--- config.mk ---
export PLATFORM = sky130hd
export DESIGN_NAME = msig_sweep
export DESIGN_NICKNAME = d
export VERILOG_FILES = /design/src/rtl/msig_pkg.sv /design/src/rtl/msig_ctrl.sv /design/src/rtl/msig_dp.sv /design/src/rtl/msig_sweep.sv
export SDC_FILE = /design/constraint.sdc
export NUM_CORES = 1
export LEC_CHECK = 0
export BUFFER_PORTS_ARGS = -buffer_cell sky130_fd_sc_hd__buf_2
export CORE_MARGIN = 4
export CORE_UTILIZATION = 49
export CTS_BUF_LIST = sky130_fd_sc_hd__clkbuf_8
export DETAILED_ROUTE_END_ITERATION = 8
export PLACE_DENSITY = 0.79
export SYNTH_ARGS = -nofsm -noshare
export SYNTH_HDL_FRONTEND = slang
export SYNTH_SLANG_ARGS = --single-unit
export TNS_END_PERCENT = 30
--- constraint.sdc ---
create_clock -name clk -period 1.9 [get_ports clk]
set_input_delay 0.285 -clock clk [delete_from_list [all_inputs] [get_ports clk]]
set_output_delay 0.285 -clock clk [all_outputs]
set_load 0.05 [all_outputs]
--- src/rtl/msig_pkg.sv ---
package msig_pkg;
  typedef enum logic [1:0] {
    ST_IDLE,
    ST_REQ,
    ST_WAIT
  } msigState_t;

  // strobes from control to datapath
  typedef struct packed {
    logic load;    // accept start: seed signature, capture inputs
    logic fold;    // answered word present: fold and compare
    logic finish;  // fold of the last word: publish match
  } msigCtl_t;
endpackage

--- src/rtl/msig_ctrl.sv ---
module msig_ctrl
  import msig_pkg::*;
(
  input  logic     clk,
  input  logic     rstN,
  input  logic     startPulse,
  input  logic     rdValid,
  input  logic     atLast,
  output msigCtl_t ctl,
  output logic     rdReq,
  output logic     donePulse
);
  msigState_t stateQ;
  logic       doneQ;

  always_comb begin
    ctl        = '0;
    ctl.load   = (stateQ == ST_IDLE) && startPulse;
    ctl.fold   = (stateQ == ST_WAIT) && rdValid;
    ctl.finish = ctl.fold && atLast;
    rdReq      = (stateQ == ST_REQ);
  end

  always_ff @(posedge clk) begin
    if (!rstN) begin
      stateQ <= ST_IDLE;
      doneQ  <= 1'b0;
    end else begin
      doneQ <= ctl.finish;
      unique case (stateQ)
        ST_IDLE: if (ctl.load) stateQ <= ST_REQ;
        ST_REQ:  stateQ <= ST_WAIT;
        ST_WAIT: if (ctl.finish) stateQ <= ST_IDLE;
                 else if (ctl.fold) stateQ <= ST_REQ;
        default: stateQ <= ST_IDLE;
      endcase
    end
  end

  assign donePulse = doneQ;

  AST_REQ_SINGLE: assert property (@(posedge clk) disable iff (!rstN)
    rdReq |=> !rdReq);
  AST_DONE_SINGLE: assert property (@(posedge clk) disable iff (!rstN)
    donePulse |=> !donePulse);
  AST_DONE_IDLE: assert property (@(posedge clk) disable iff (!rstN)
    donePulse |-> !rdReq);
endmodule

--- src/rtl/msig_dp.sv ---
module msig_dp
  import msig_pkg::*;
#(
  parameter int          DATA_W = 32,
  parameter int          ADDR_W = 16,
  parameter logic [31:0] POLY   = 32'h04C11DB7
) (
  input  logic              clk,
  input  logic              rstN,
  input  msigCtl_t          ctl,
  input  logic [DATA_W-1:0] refWord,
  input  logic [ADDR_W-1:0] lastAddr,
  input  logic [DATA_W-1:0] rdData,
  output logic [ADDR_W-1:0] rdAddr,
  output logic              atLast,
  output logic [DATA_W-1:0] sigOut,
  output logic              matchFlag
);
  localparam logic [DATA_W-1:0] SEED = {DATA_W{1'b1}};
  localparam logic [DATA_W-1:0] TAPS = DATA_W'(POLY);

  logic [DATA_W-1:0] sigQ, refQ, sigNext;
  logic [ADDR_W-1:0] addrQ, lastQ;
  logic              failQ, matchQ, mism;

  always_comb begin
    sigNext = {sigQ[DATA_W-2:0], 1'b0} ^ (sigQ[DATA_W-1] ? TAPS : '0) ^ rdData;
    mism    = (rdData != refQ);
    atLast  = (addrQ == lastQ);
  end

  always_ff @(posedge clk) begin
    if (!rstN) begin
      sigQ   <= SEED;
      refQ   <= '0;
      addrQ  <= '0;
      lastQ  <= '0;
      failQ  <= 1'b0;
      matchQ <= 1'b0;
    end else if (ctl.load) begin
      sigQ   <= SEED;
      refQ   <= refWord;
      lastQ  <= lastAddr;
      addrQ  <= '0;
      failQ  <= 1'b0;
      matchQ <= 1'b0;
    end else if (ctl.fold) begin
      sigQ  <= sigNext;
      failQ <= failQ | mism;
      if (!atLast) addrQ <= addrQ + 1'b1;
      if (ctl.finish) matchQ <= !(failQ | mism);
    end
  end

  assign rdAddr    = addrQ;
  assign sigOut    = sigQ;
  assign matchFlag = matchQ;

  AST_SEED_ON_LOAD: assert property (@(posedge clk) disable iff (!rstN)
    ctl.load |=> (sigQ == SEED) && !matchQ);
  AST_ADDR_IN_RANGE: assert property (@(posedge clk) disable iff (!rstN)
    addrQ <= lastQ);
  AST_REF_HELD: assert property (@(posedge clk) disable iff (!rstN)
    !ctl.load |=> $stable(refQ) && $stable(lastQ));
  AST_SIG_QUIET: assert property (@(posedge clk) disable iff (!rstN)
    !ctl.load && !ctl.fold |=> $stable(sigQ));
endmodule

--- src/rtl/msig_sweep.sv ---
module msig_sweep
  import msig_pkg::*;
#(
  parameter int          DATA_W = 32,
  parameter int          ADDR_W = 16,
  parameter logic [31:0] POLY   = 32'h04C11DB7
) (
  input  logic              clk,
  input  logic              rstN,
  input  logic              startPulse,
  input  logic [DATA_W-1:0] refWord,
  input  logic [ADDR_W-1:0] lastAddr,
  output logic              rdReq,
  output logic [ADDR_W-1:0] rdAddr,
  input  logic              rdValid,
  input  logic [DATA_W-1:0] rdData,
  output logic [DATA_W-1:0] sigOut,
  output logic              matchFlag,
  output logic              donePulse
);
  msigCtl_t ctl;
  logic     atLast;

  msig_ctrl u_ctrl (
    .clk(clk), .rstN(rstN), .startPulse(startPulse), .rdValid(rdValid),
    .atLast(atLast), .ctl(ctl), .rdReq(rdReq), .donePulse(donePulse)
  );

  msig_dp #(.DATA_W(DATA_W), .ADDR_W(ADDR_W), .POLY(POLY)) u_dp (
    .clk(clk), .rstN(rstN), .ctl(ctl), .refWord(refWord), .lastAddr(lastAddr),
    .rdData(rdData), .rdAddr(rdAddr), .atLast(atLast), .sigOut(sigOut),
    .matchFlag(matchFlag)
  );

  AST_MATCH_NEEDS_DONE: assert property (@(posedge clk) disable iff (!rstN)
    $rose(matchFlag) |-> donePulse);
endmodule

# --- Yosys cells after proc, flatten, opt, wreduce, memory -nomap -nowiden ---
# Cells that the tools add are included.
totals:
  ff_bits: 101
  in_bits: 84
  output_inout_bits: 51
classes:
  addsub: 1
  n_eq_ne: 6
  mux: 5
  n_bitwise: 5
  reduce_logical: 9
ops:
  columns: ["cell", "count"]
  rows:
  - ["$xor 32x32->32", 2]
  - ["$ne 32x32->1", 1]
  - ["$mux 27", 1]
  - ["$add 16x1->16 const B", 1]
  - ["$eq 16x16->1", 1]
  - ["$mux 2", 3]
  - ["$pmux 2 s3", 1]
  - ["$reduce_and 2->1", 3]
  - ["$logic_and 1x1->1", 3]
  - ["$ne 3x3->1 const B", 1]
  - ["$eq 2x1->1 const B", 1]
  - ["$eq 2x2->1 const B", 1]
  - ["$logic_not 2->1", 1]
  - ["$ne 2x2->1 const B", 1]
  - ["$not 1->1", 2]
  - ["$reduce_or 2->1", 1]
  - ["$logic_not 1->1", 1]
  - ["$or 1x1->1", 1]

# --- Depth between registers and ports, before layout ---
depth:
  depth_word: 5
  ltp_mapped: 7

# --- Hierarchy ---
# From an unflattened synthesis, not the netlist that was laid out.
hier_totals:
  hier_cells: 523
  area_unflattened_um2: 4869.7
by_module_without_submodules:
  columns: ["mod", "n_inst", "cells_each", "area_each_um2", "seq_area_each_um2"]
  rows:
  - ["msig_dp", 1, 509, 4734.5, 1961.9]
  - ["msig_ctrl", 1, 14, 135.1, 60.1]

# --- Worst setup path before layout ---
# No wires, ideal clock.
synth_path:
  kind: "reg2reg"
  start: "register u_dp.addrQ[0], in the netlist u_dp.rdAddr[0]"
  end: "register u_dp.addrQ[14], in the netlist u_dp.rdAddr[14]"
  arrival_time_ns: 2.328
  path_slack_ns: -0.499
  stages_incl_launch_ff: 7
  path_cell_list: "dfxtp_1 ha_1 inv_1 or3_4 or3_1 or4_1 a21oi_1"
synth_via:
  elab_chain_len: 3
  elab_cells_between_ends: 4
synth_rtl:
  columns: ["element", "line", "rtl"]
  rows:
  - ["start, declared", "msig_dp.sv:23", "logic [ADDR_W-1:0] addrQ, lastQ;"]
  - ["start signal, assigned", "msig_dp.sv:50", "if (!atLast) addrQ <= addrQ + 1'b1;"]
  - ["branches (longest 3 deep; another with $add 16x1->16)", null, null]
# Several ways; the timed one is not identified.
# A chain may end at the register's enable or synchronous reset.

# --- Worst setup path after layout ---
layout_path:
  start: "register u_dp.addrQ[1], in the netlist u_dp.rdAddr[1]"
  end: "register u_dp.addrQ[8], in the netlist u_dp.rdAddr[8]"
# The elaborated chain is that of the path after synthesis.

==> summary.md <==
| Metric | Value |
|---|---|
| Worst setup SP type | `register` |
| Post-synth net total | `approximately 630` |
| Clk Latency, worst-skew pair | `about 360 ps` |
| # fillers | `841` |
| Worst Slack Setup Final | `7.506 ps` |
| Synth top area share | `0.4256` |
| Top cells by area, synth | `dfxtp_1 (43%), xnor2_1 (12%), nand2_1 (11%), a21boi_0 (7.6%), xor2_1 (5.5%)` |
| Final Hold Vio Count | `0` |
| # IOs | `around 140` |
| Leakage | `2.502 nW` |
| HP Class | `primary input to register` |
| Crit. Startpoint | `u_dp.rdAddr[1]` |
| Worst EP arrival | `2180 ps` |
| Chip height | `around 110 um` |
| First-pass GRT wire length | `20250 um` |
| GRT Util Overall | `0.2214` |
| Clock slew at reported path FFs | `100 ps` |
| RR Endpoint | `u_dp.rdAddr[8]` |
| Minimum clock period | `1892 ps` |
| Placed Cells | `795` |
| Non-filler cells, final | `814` |
| Vias in the first global route | `4214` |
| CP max FO | `29` |
| Synthesis warning total | `0` |
| Worst r2r src | `u_dp.rdAddr[1]` |
| P&R area growth vs syn | `26.20%` |
| Final WL | `about 13000 um` |
| Slew headroom | `0.5838` |
| FF+latch count, synth | `101` |
| Slew @ Worst Pin | `624.3 ps` |
| Post-synth ARST share | `0` |
| Routed len/inst | `15.54 um` |
| Die width | `106.5 um` |
| Clock buffer depth | `2` |
| Worst vdd ir | `469.9 uV` |
| Post-synthesis average cell area | `around 8.7 um2` |
| Total CTS buffers | `9` |
| Max Fclk | `approximately 530 MHz` |
| Share of layout cells above drive strength 1 | `0.2978` |
| Max Slew Vio Count | `0` |
| Setup CP Type | `register to register` |
| TritonCTS Sinks | `101` |
| Drt via density | `5.300` |
| Antenna cell count | `0` |
| Antenna Violating Nets Remaining | `0` |
| Worst Setup End Kind | `register` |
| Port Buffer Count | `roughly 130` |
| Rows | `35` |
| P per Cell Area | `around 750 mW/mm2` |
| Library cells used by synthesis | `38` |
| Initial core utilization | `0.5093` |
| Largest net degree at the start of global routing | `66` |
| Synth area leader | `dfxtp_1` |
| Setup Viol. Count Final | `0` |
| Clock Skews | `10.54 ps` |
| H-tree depth | `3` |
| Ys flop type | `dfxtp_1` |
| Unrepaired setup endpoints after global routing | `true` |
| Total power | `4.469 mW` |
| Clk root buf | `clkbuf_8` |
| Synth Instances | `548` |
| Netlist Area Pre-Place | `0.004751 mm2` |
| CP endpoint | `u_dp.rdAddr[8]` |
| Fin crit share | `0.9960` |
| Final GP Congestion | `approximately 0.9` |
| Iteration-0 DRC Markers | `142` |
| Reg2reg setup slack | `8 ps` |
| Worst slack, placed | `around 0.50 ps` |
| Status | `finished, final reports clean` |
| Sequential area share after synthesis | `0.4256` |
| Critical Path RT | `2190 ps` |
| Worst reg-to-reg path cell count | `6` |
| # DRC | `0` |
| Vias post-DR | `4314` |
| Hpwl dp | `9428 um` |
| Multi-input combinational cell area | `between 0.002 and 0.003 mm2` |
| Initial antenna violation count | `1` |
| CORE AREA | `between 0.009 and 0.01 mm2` |
| EDFF count, synth | `0` |
| # nets final | `765` |
| Reg area | `a little over 0.002 mm2` |
| CTS tree | `yes` |
| Total grt overflow | `0` |
| Max cap viols | `0` |
| DRT Pass-1 Iters | `5` |
| Die area | `0.01133 mm2` |
-- where the power goes --
group	internal (mW)	switching [mW]	leakage, nW
combinational	0.305	0.422	1.56
clock	0.738	0.745	0.108
sequential	2.19	0.0669	0.835
total	3.23	1.23	2.50
-- cell families (layout without fill, tap and decap cells) --
family | count (synthesis) | count (layout) | share of synthesized area
AOI/OAI and AO/OA | 110 | 110 | 0.1664
adders and majority gates | 1 | 1 | 0.002633
xor gates and xnor gates | 93 | 93 | 0.1715
and+or+nand+nor | 203 | 203 | 0.1965
DFF | 101 | 101 | 0.4256
buffers and inverters | 36 | 173 | 0.02897
muxes | 4 | 4 | 0.008428
-- area by class of cell --
class                           count  area share
Sequential cell                   101      0.3445
Multi-Input combinational cell    411      0.4464
Timing Repair Buffer              156      0.1457
Tap cell                          129     0.02692
Clock inverter                      7     0.01523
Inverter                            1   0.0006260
Clock buffer                        9     0.02066
-- flip-flops by register name, summed over array words and instances (netlist names) --
name and count:
u_ctrl.stateQ 2, u_dp.failQ 1, u_dp.refQ 32, u_dp.rdAddr 16, u_dp.matchFlag 1, u_dp.lastQ 16
u_dp.sigOut 32, u_ctrl.donePulse 1
-- cells in the mapped netlist (2+ instances only) --
master	instances
or3_1	2
or4_1	9
nor2_1	3
buf_1	7
mux2i_1	4
clkbuf_1	26
a21boi_0	48
a21oi_1	13
nand2b_1	3
nand2_1	143
o211ai_1	33
nand3_1	8
dfxtp_1	101
nor4_1	7
nor3_1	4
o21ai_0	2
nand4_1	9
nor3b_1	2
o31ai_1	12
xnor2_1	63
xor2_1	30
or4_2	2
buf_2	2
-- layer usage --
layer	vias to the layer above	track usage	routed length [um]
li1	2124	-	-
met1	2037	0.2748	5405
met2	133	0.3810	6108
met3	18	0.05282	935
met4	2	0.06667	184
met5	-	0	12
-- stage by stage --
step | cell area, um2 | util | hold WS, ps | setup TNS (ps)
5_1_grt | 5996 | 0.6428 | 147.7 | -122.7
3_5_place_dp | 5689 | 0.6099 | 469.2 | 0
4_1_cts | 5919 | 0.6346 | 144.7 | 0
6_report | 5996 | 0.6428 | 156.3 | 0
3_3_place_gp | 5689 | 0.6099 | 461.4 | 0
2_1_floorplan | 4806 | - | 429.9 | -34.57
-- critical path, cell delays in order, from the launching register on --
cell and delay [ps]:
dfxtp_4 400, xor2_1 190, nor4_2 80, and4_1 220
buf_12 160, or4_2 630, a21oi_2 140
-- placed cells by master (no fill, tap or decap), types with 2 or more instances in the layout --
cell type	instances
or3_1	2
nand4_1	9
xnor2_1	63
buf_2	134
dfxtp_2	8
nand2b_1	3
nand2_1	143
a21boi_0	48
xor2_2	6
o211ai_1	33
nor4_1	4
nor3_1	4
o31ai_1	12
inv_1	3
mux2i_1	4
o21ai_0	2
nand3_1	8
xor2_1	24
or4_1	9
bufinv_16	2
nor4_2	3
a21oi_1	12
nor2_1	3
dfxtp_4	9
or4_2	2
buf_12	3
clkinvlp_4	2
dfxtp_1	84
clkbuf_8	9
buf_4	19
-- how the worst min path moves through the flow --
stage | slack (ps) | from | endpoint | depth (start not counted)
6_report | 160 | lastAddr[2] | u_dp.lastQ[2] | 3
5_1_grt | 150 | refWord[26] | u_dp.refQ[26] | 3
4_1_cts | 140 | refWord[26] | u_dp.refQ[26] | 3
3_5_place_dp | 470 | u_dp.refQ[29] | u_dp.refQ[29] | 2
3_3_place_gp | 460 | u_dp.lastQ[10] | u_dp.lastQ[10] | 2
2_1_floorplan | 430 | refWord[21] | u_dp.refQ[21] | 2
-- repair_timing --
item                                    4_1_cts  5_1_grt
resized for setup                             2        9
setup buffers                                 0        3
gates cloned                                  0        0
endpoints found under the setup margin        1        5
hold buffers                                  0        0
pin swaps                                     0        2
Note: power is estimated with default switching activity, not from simulation.
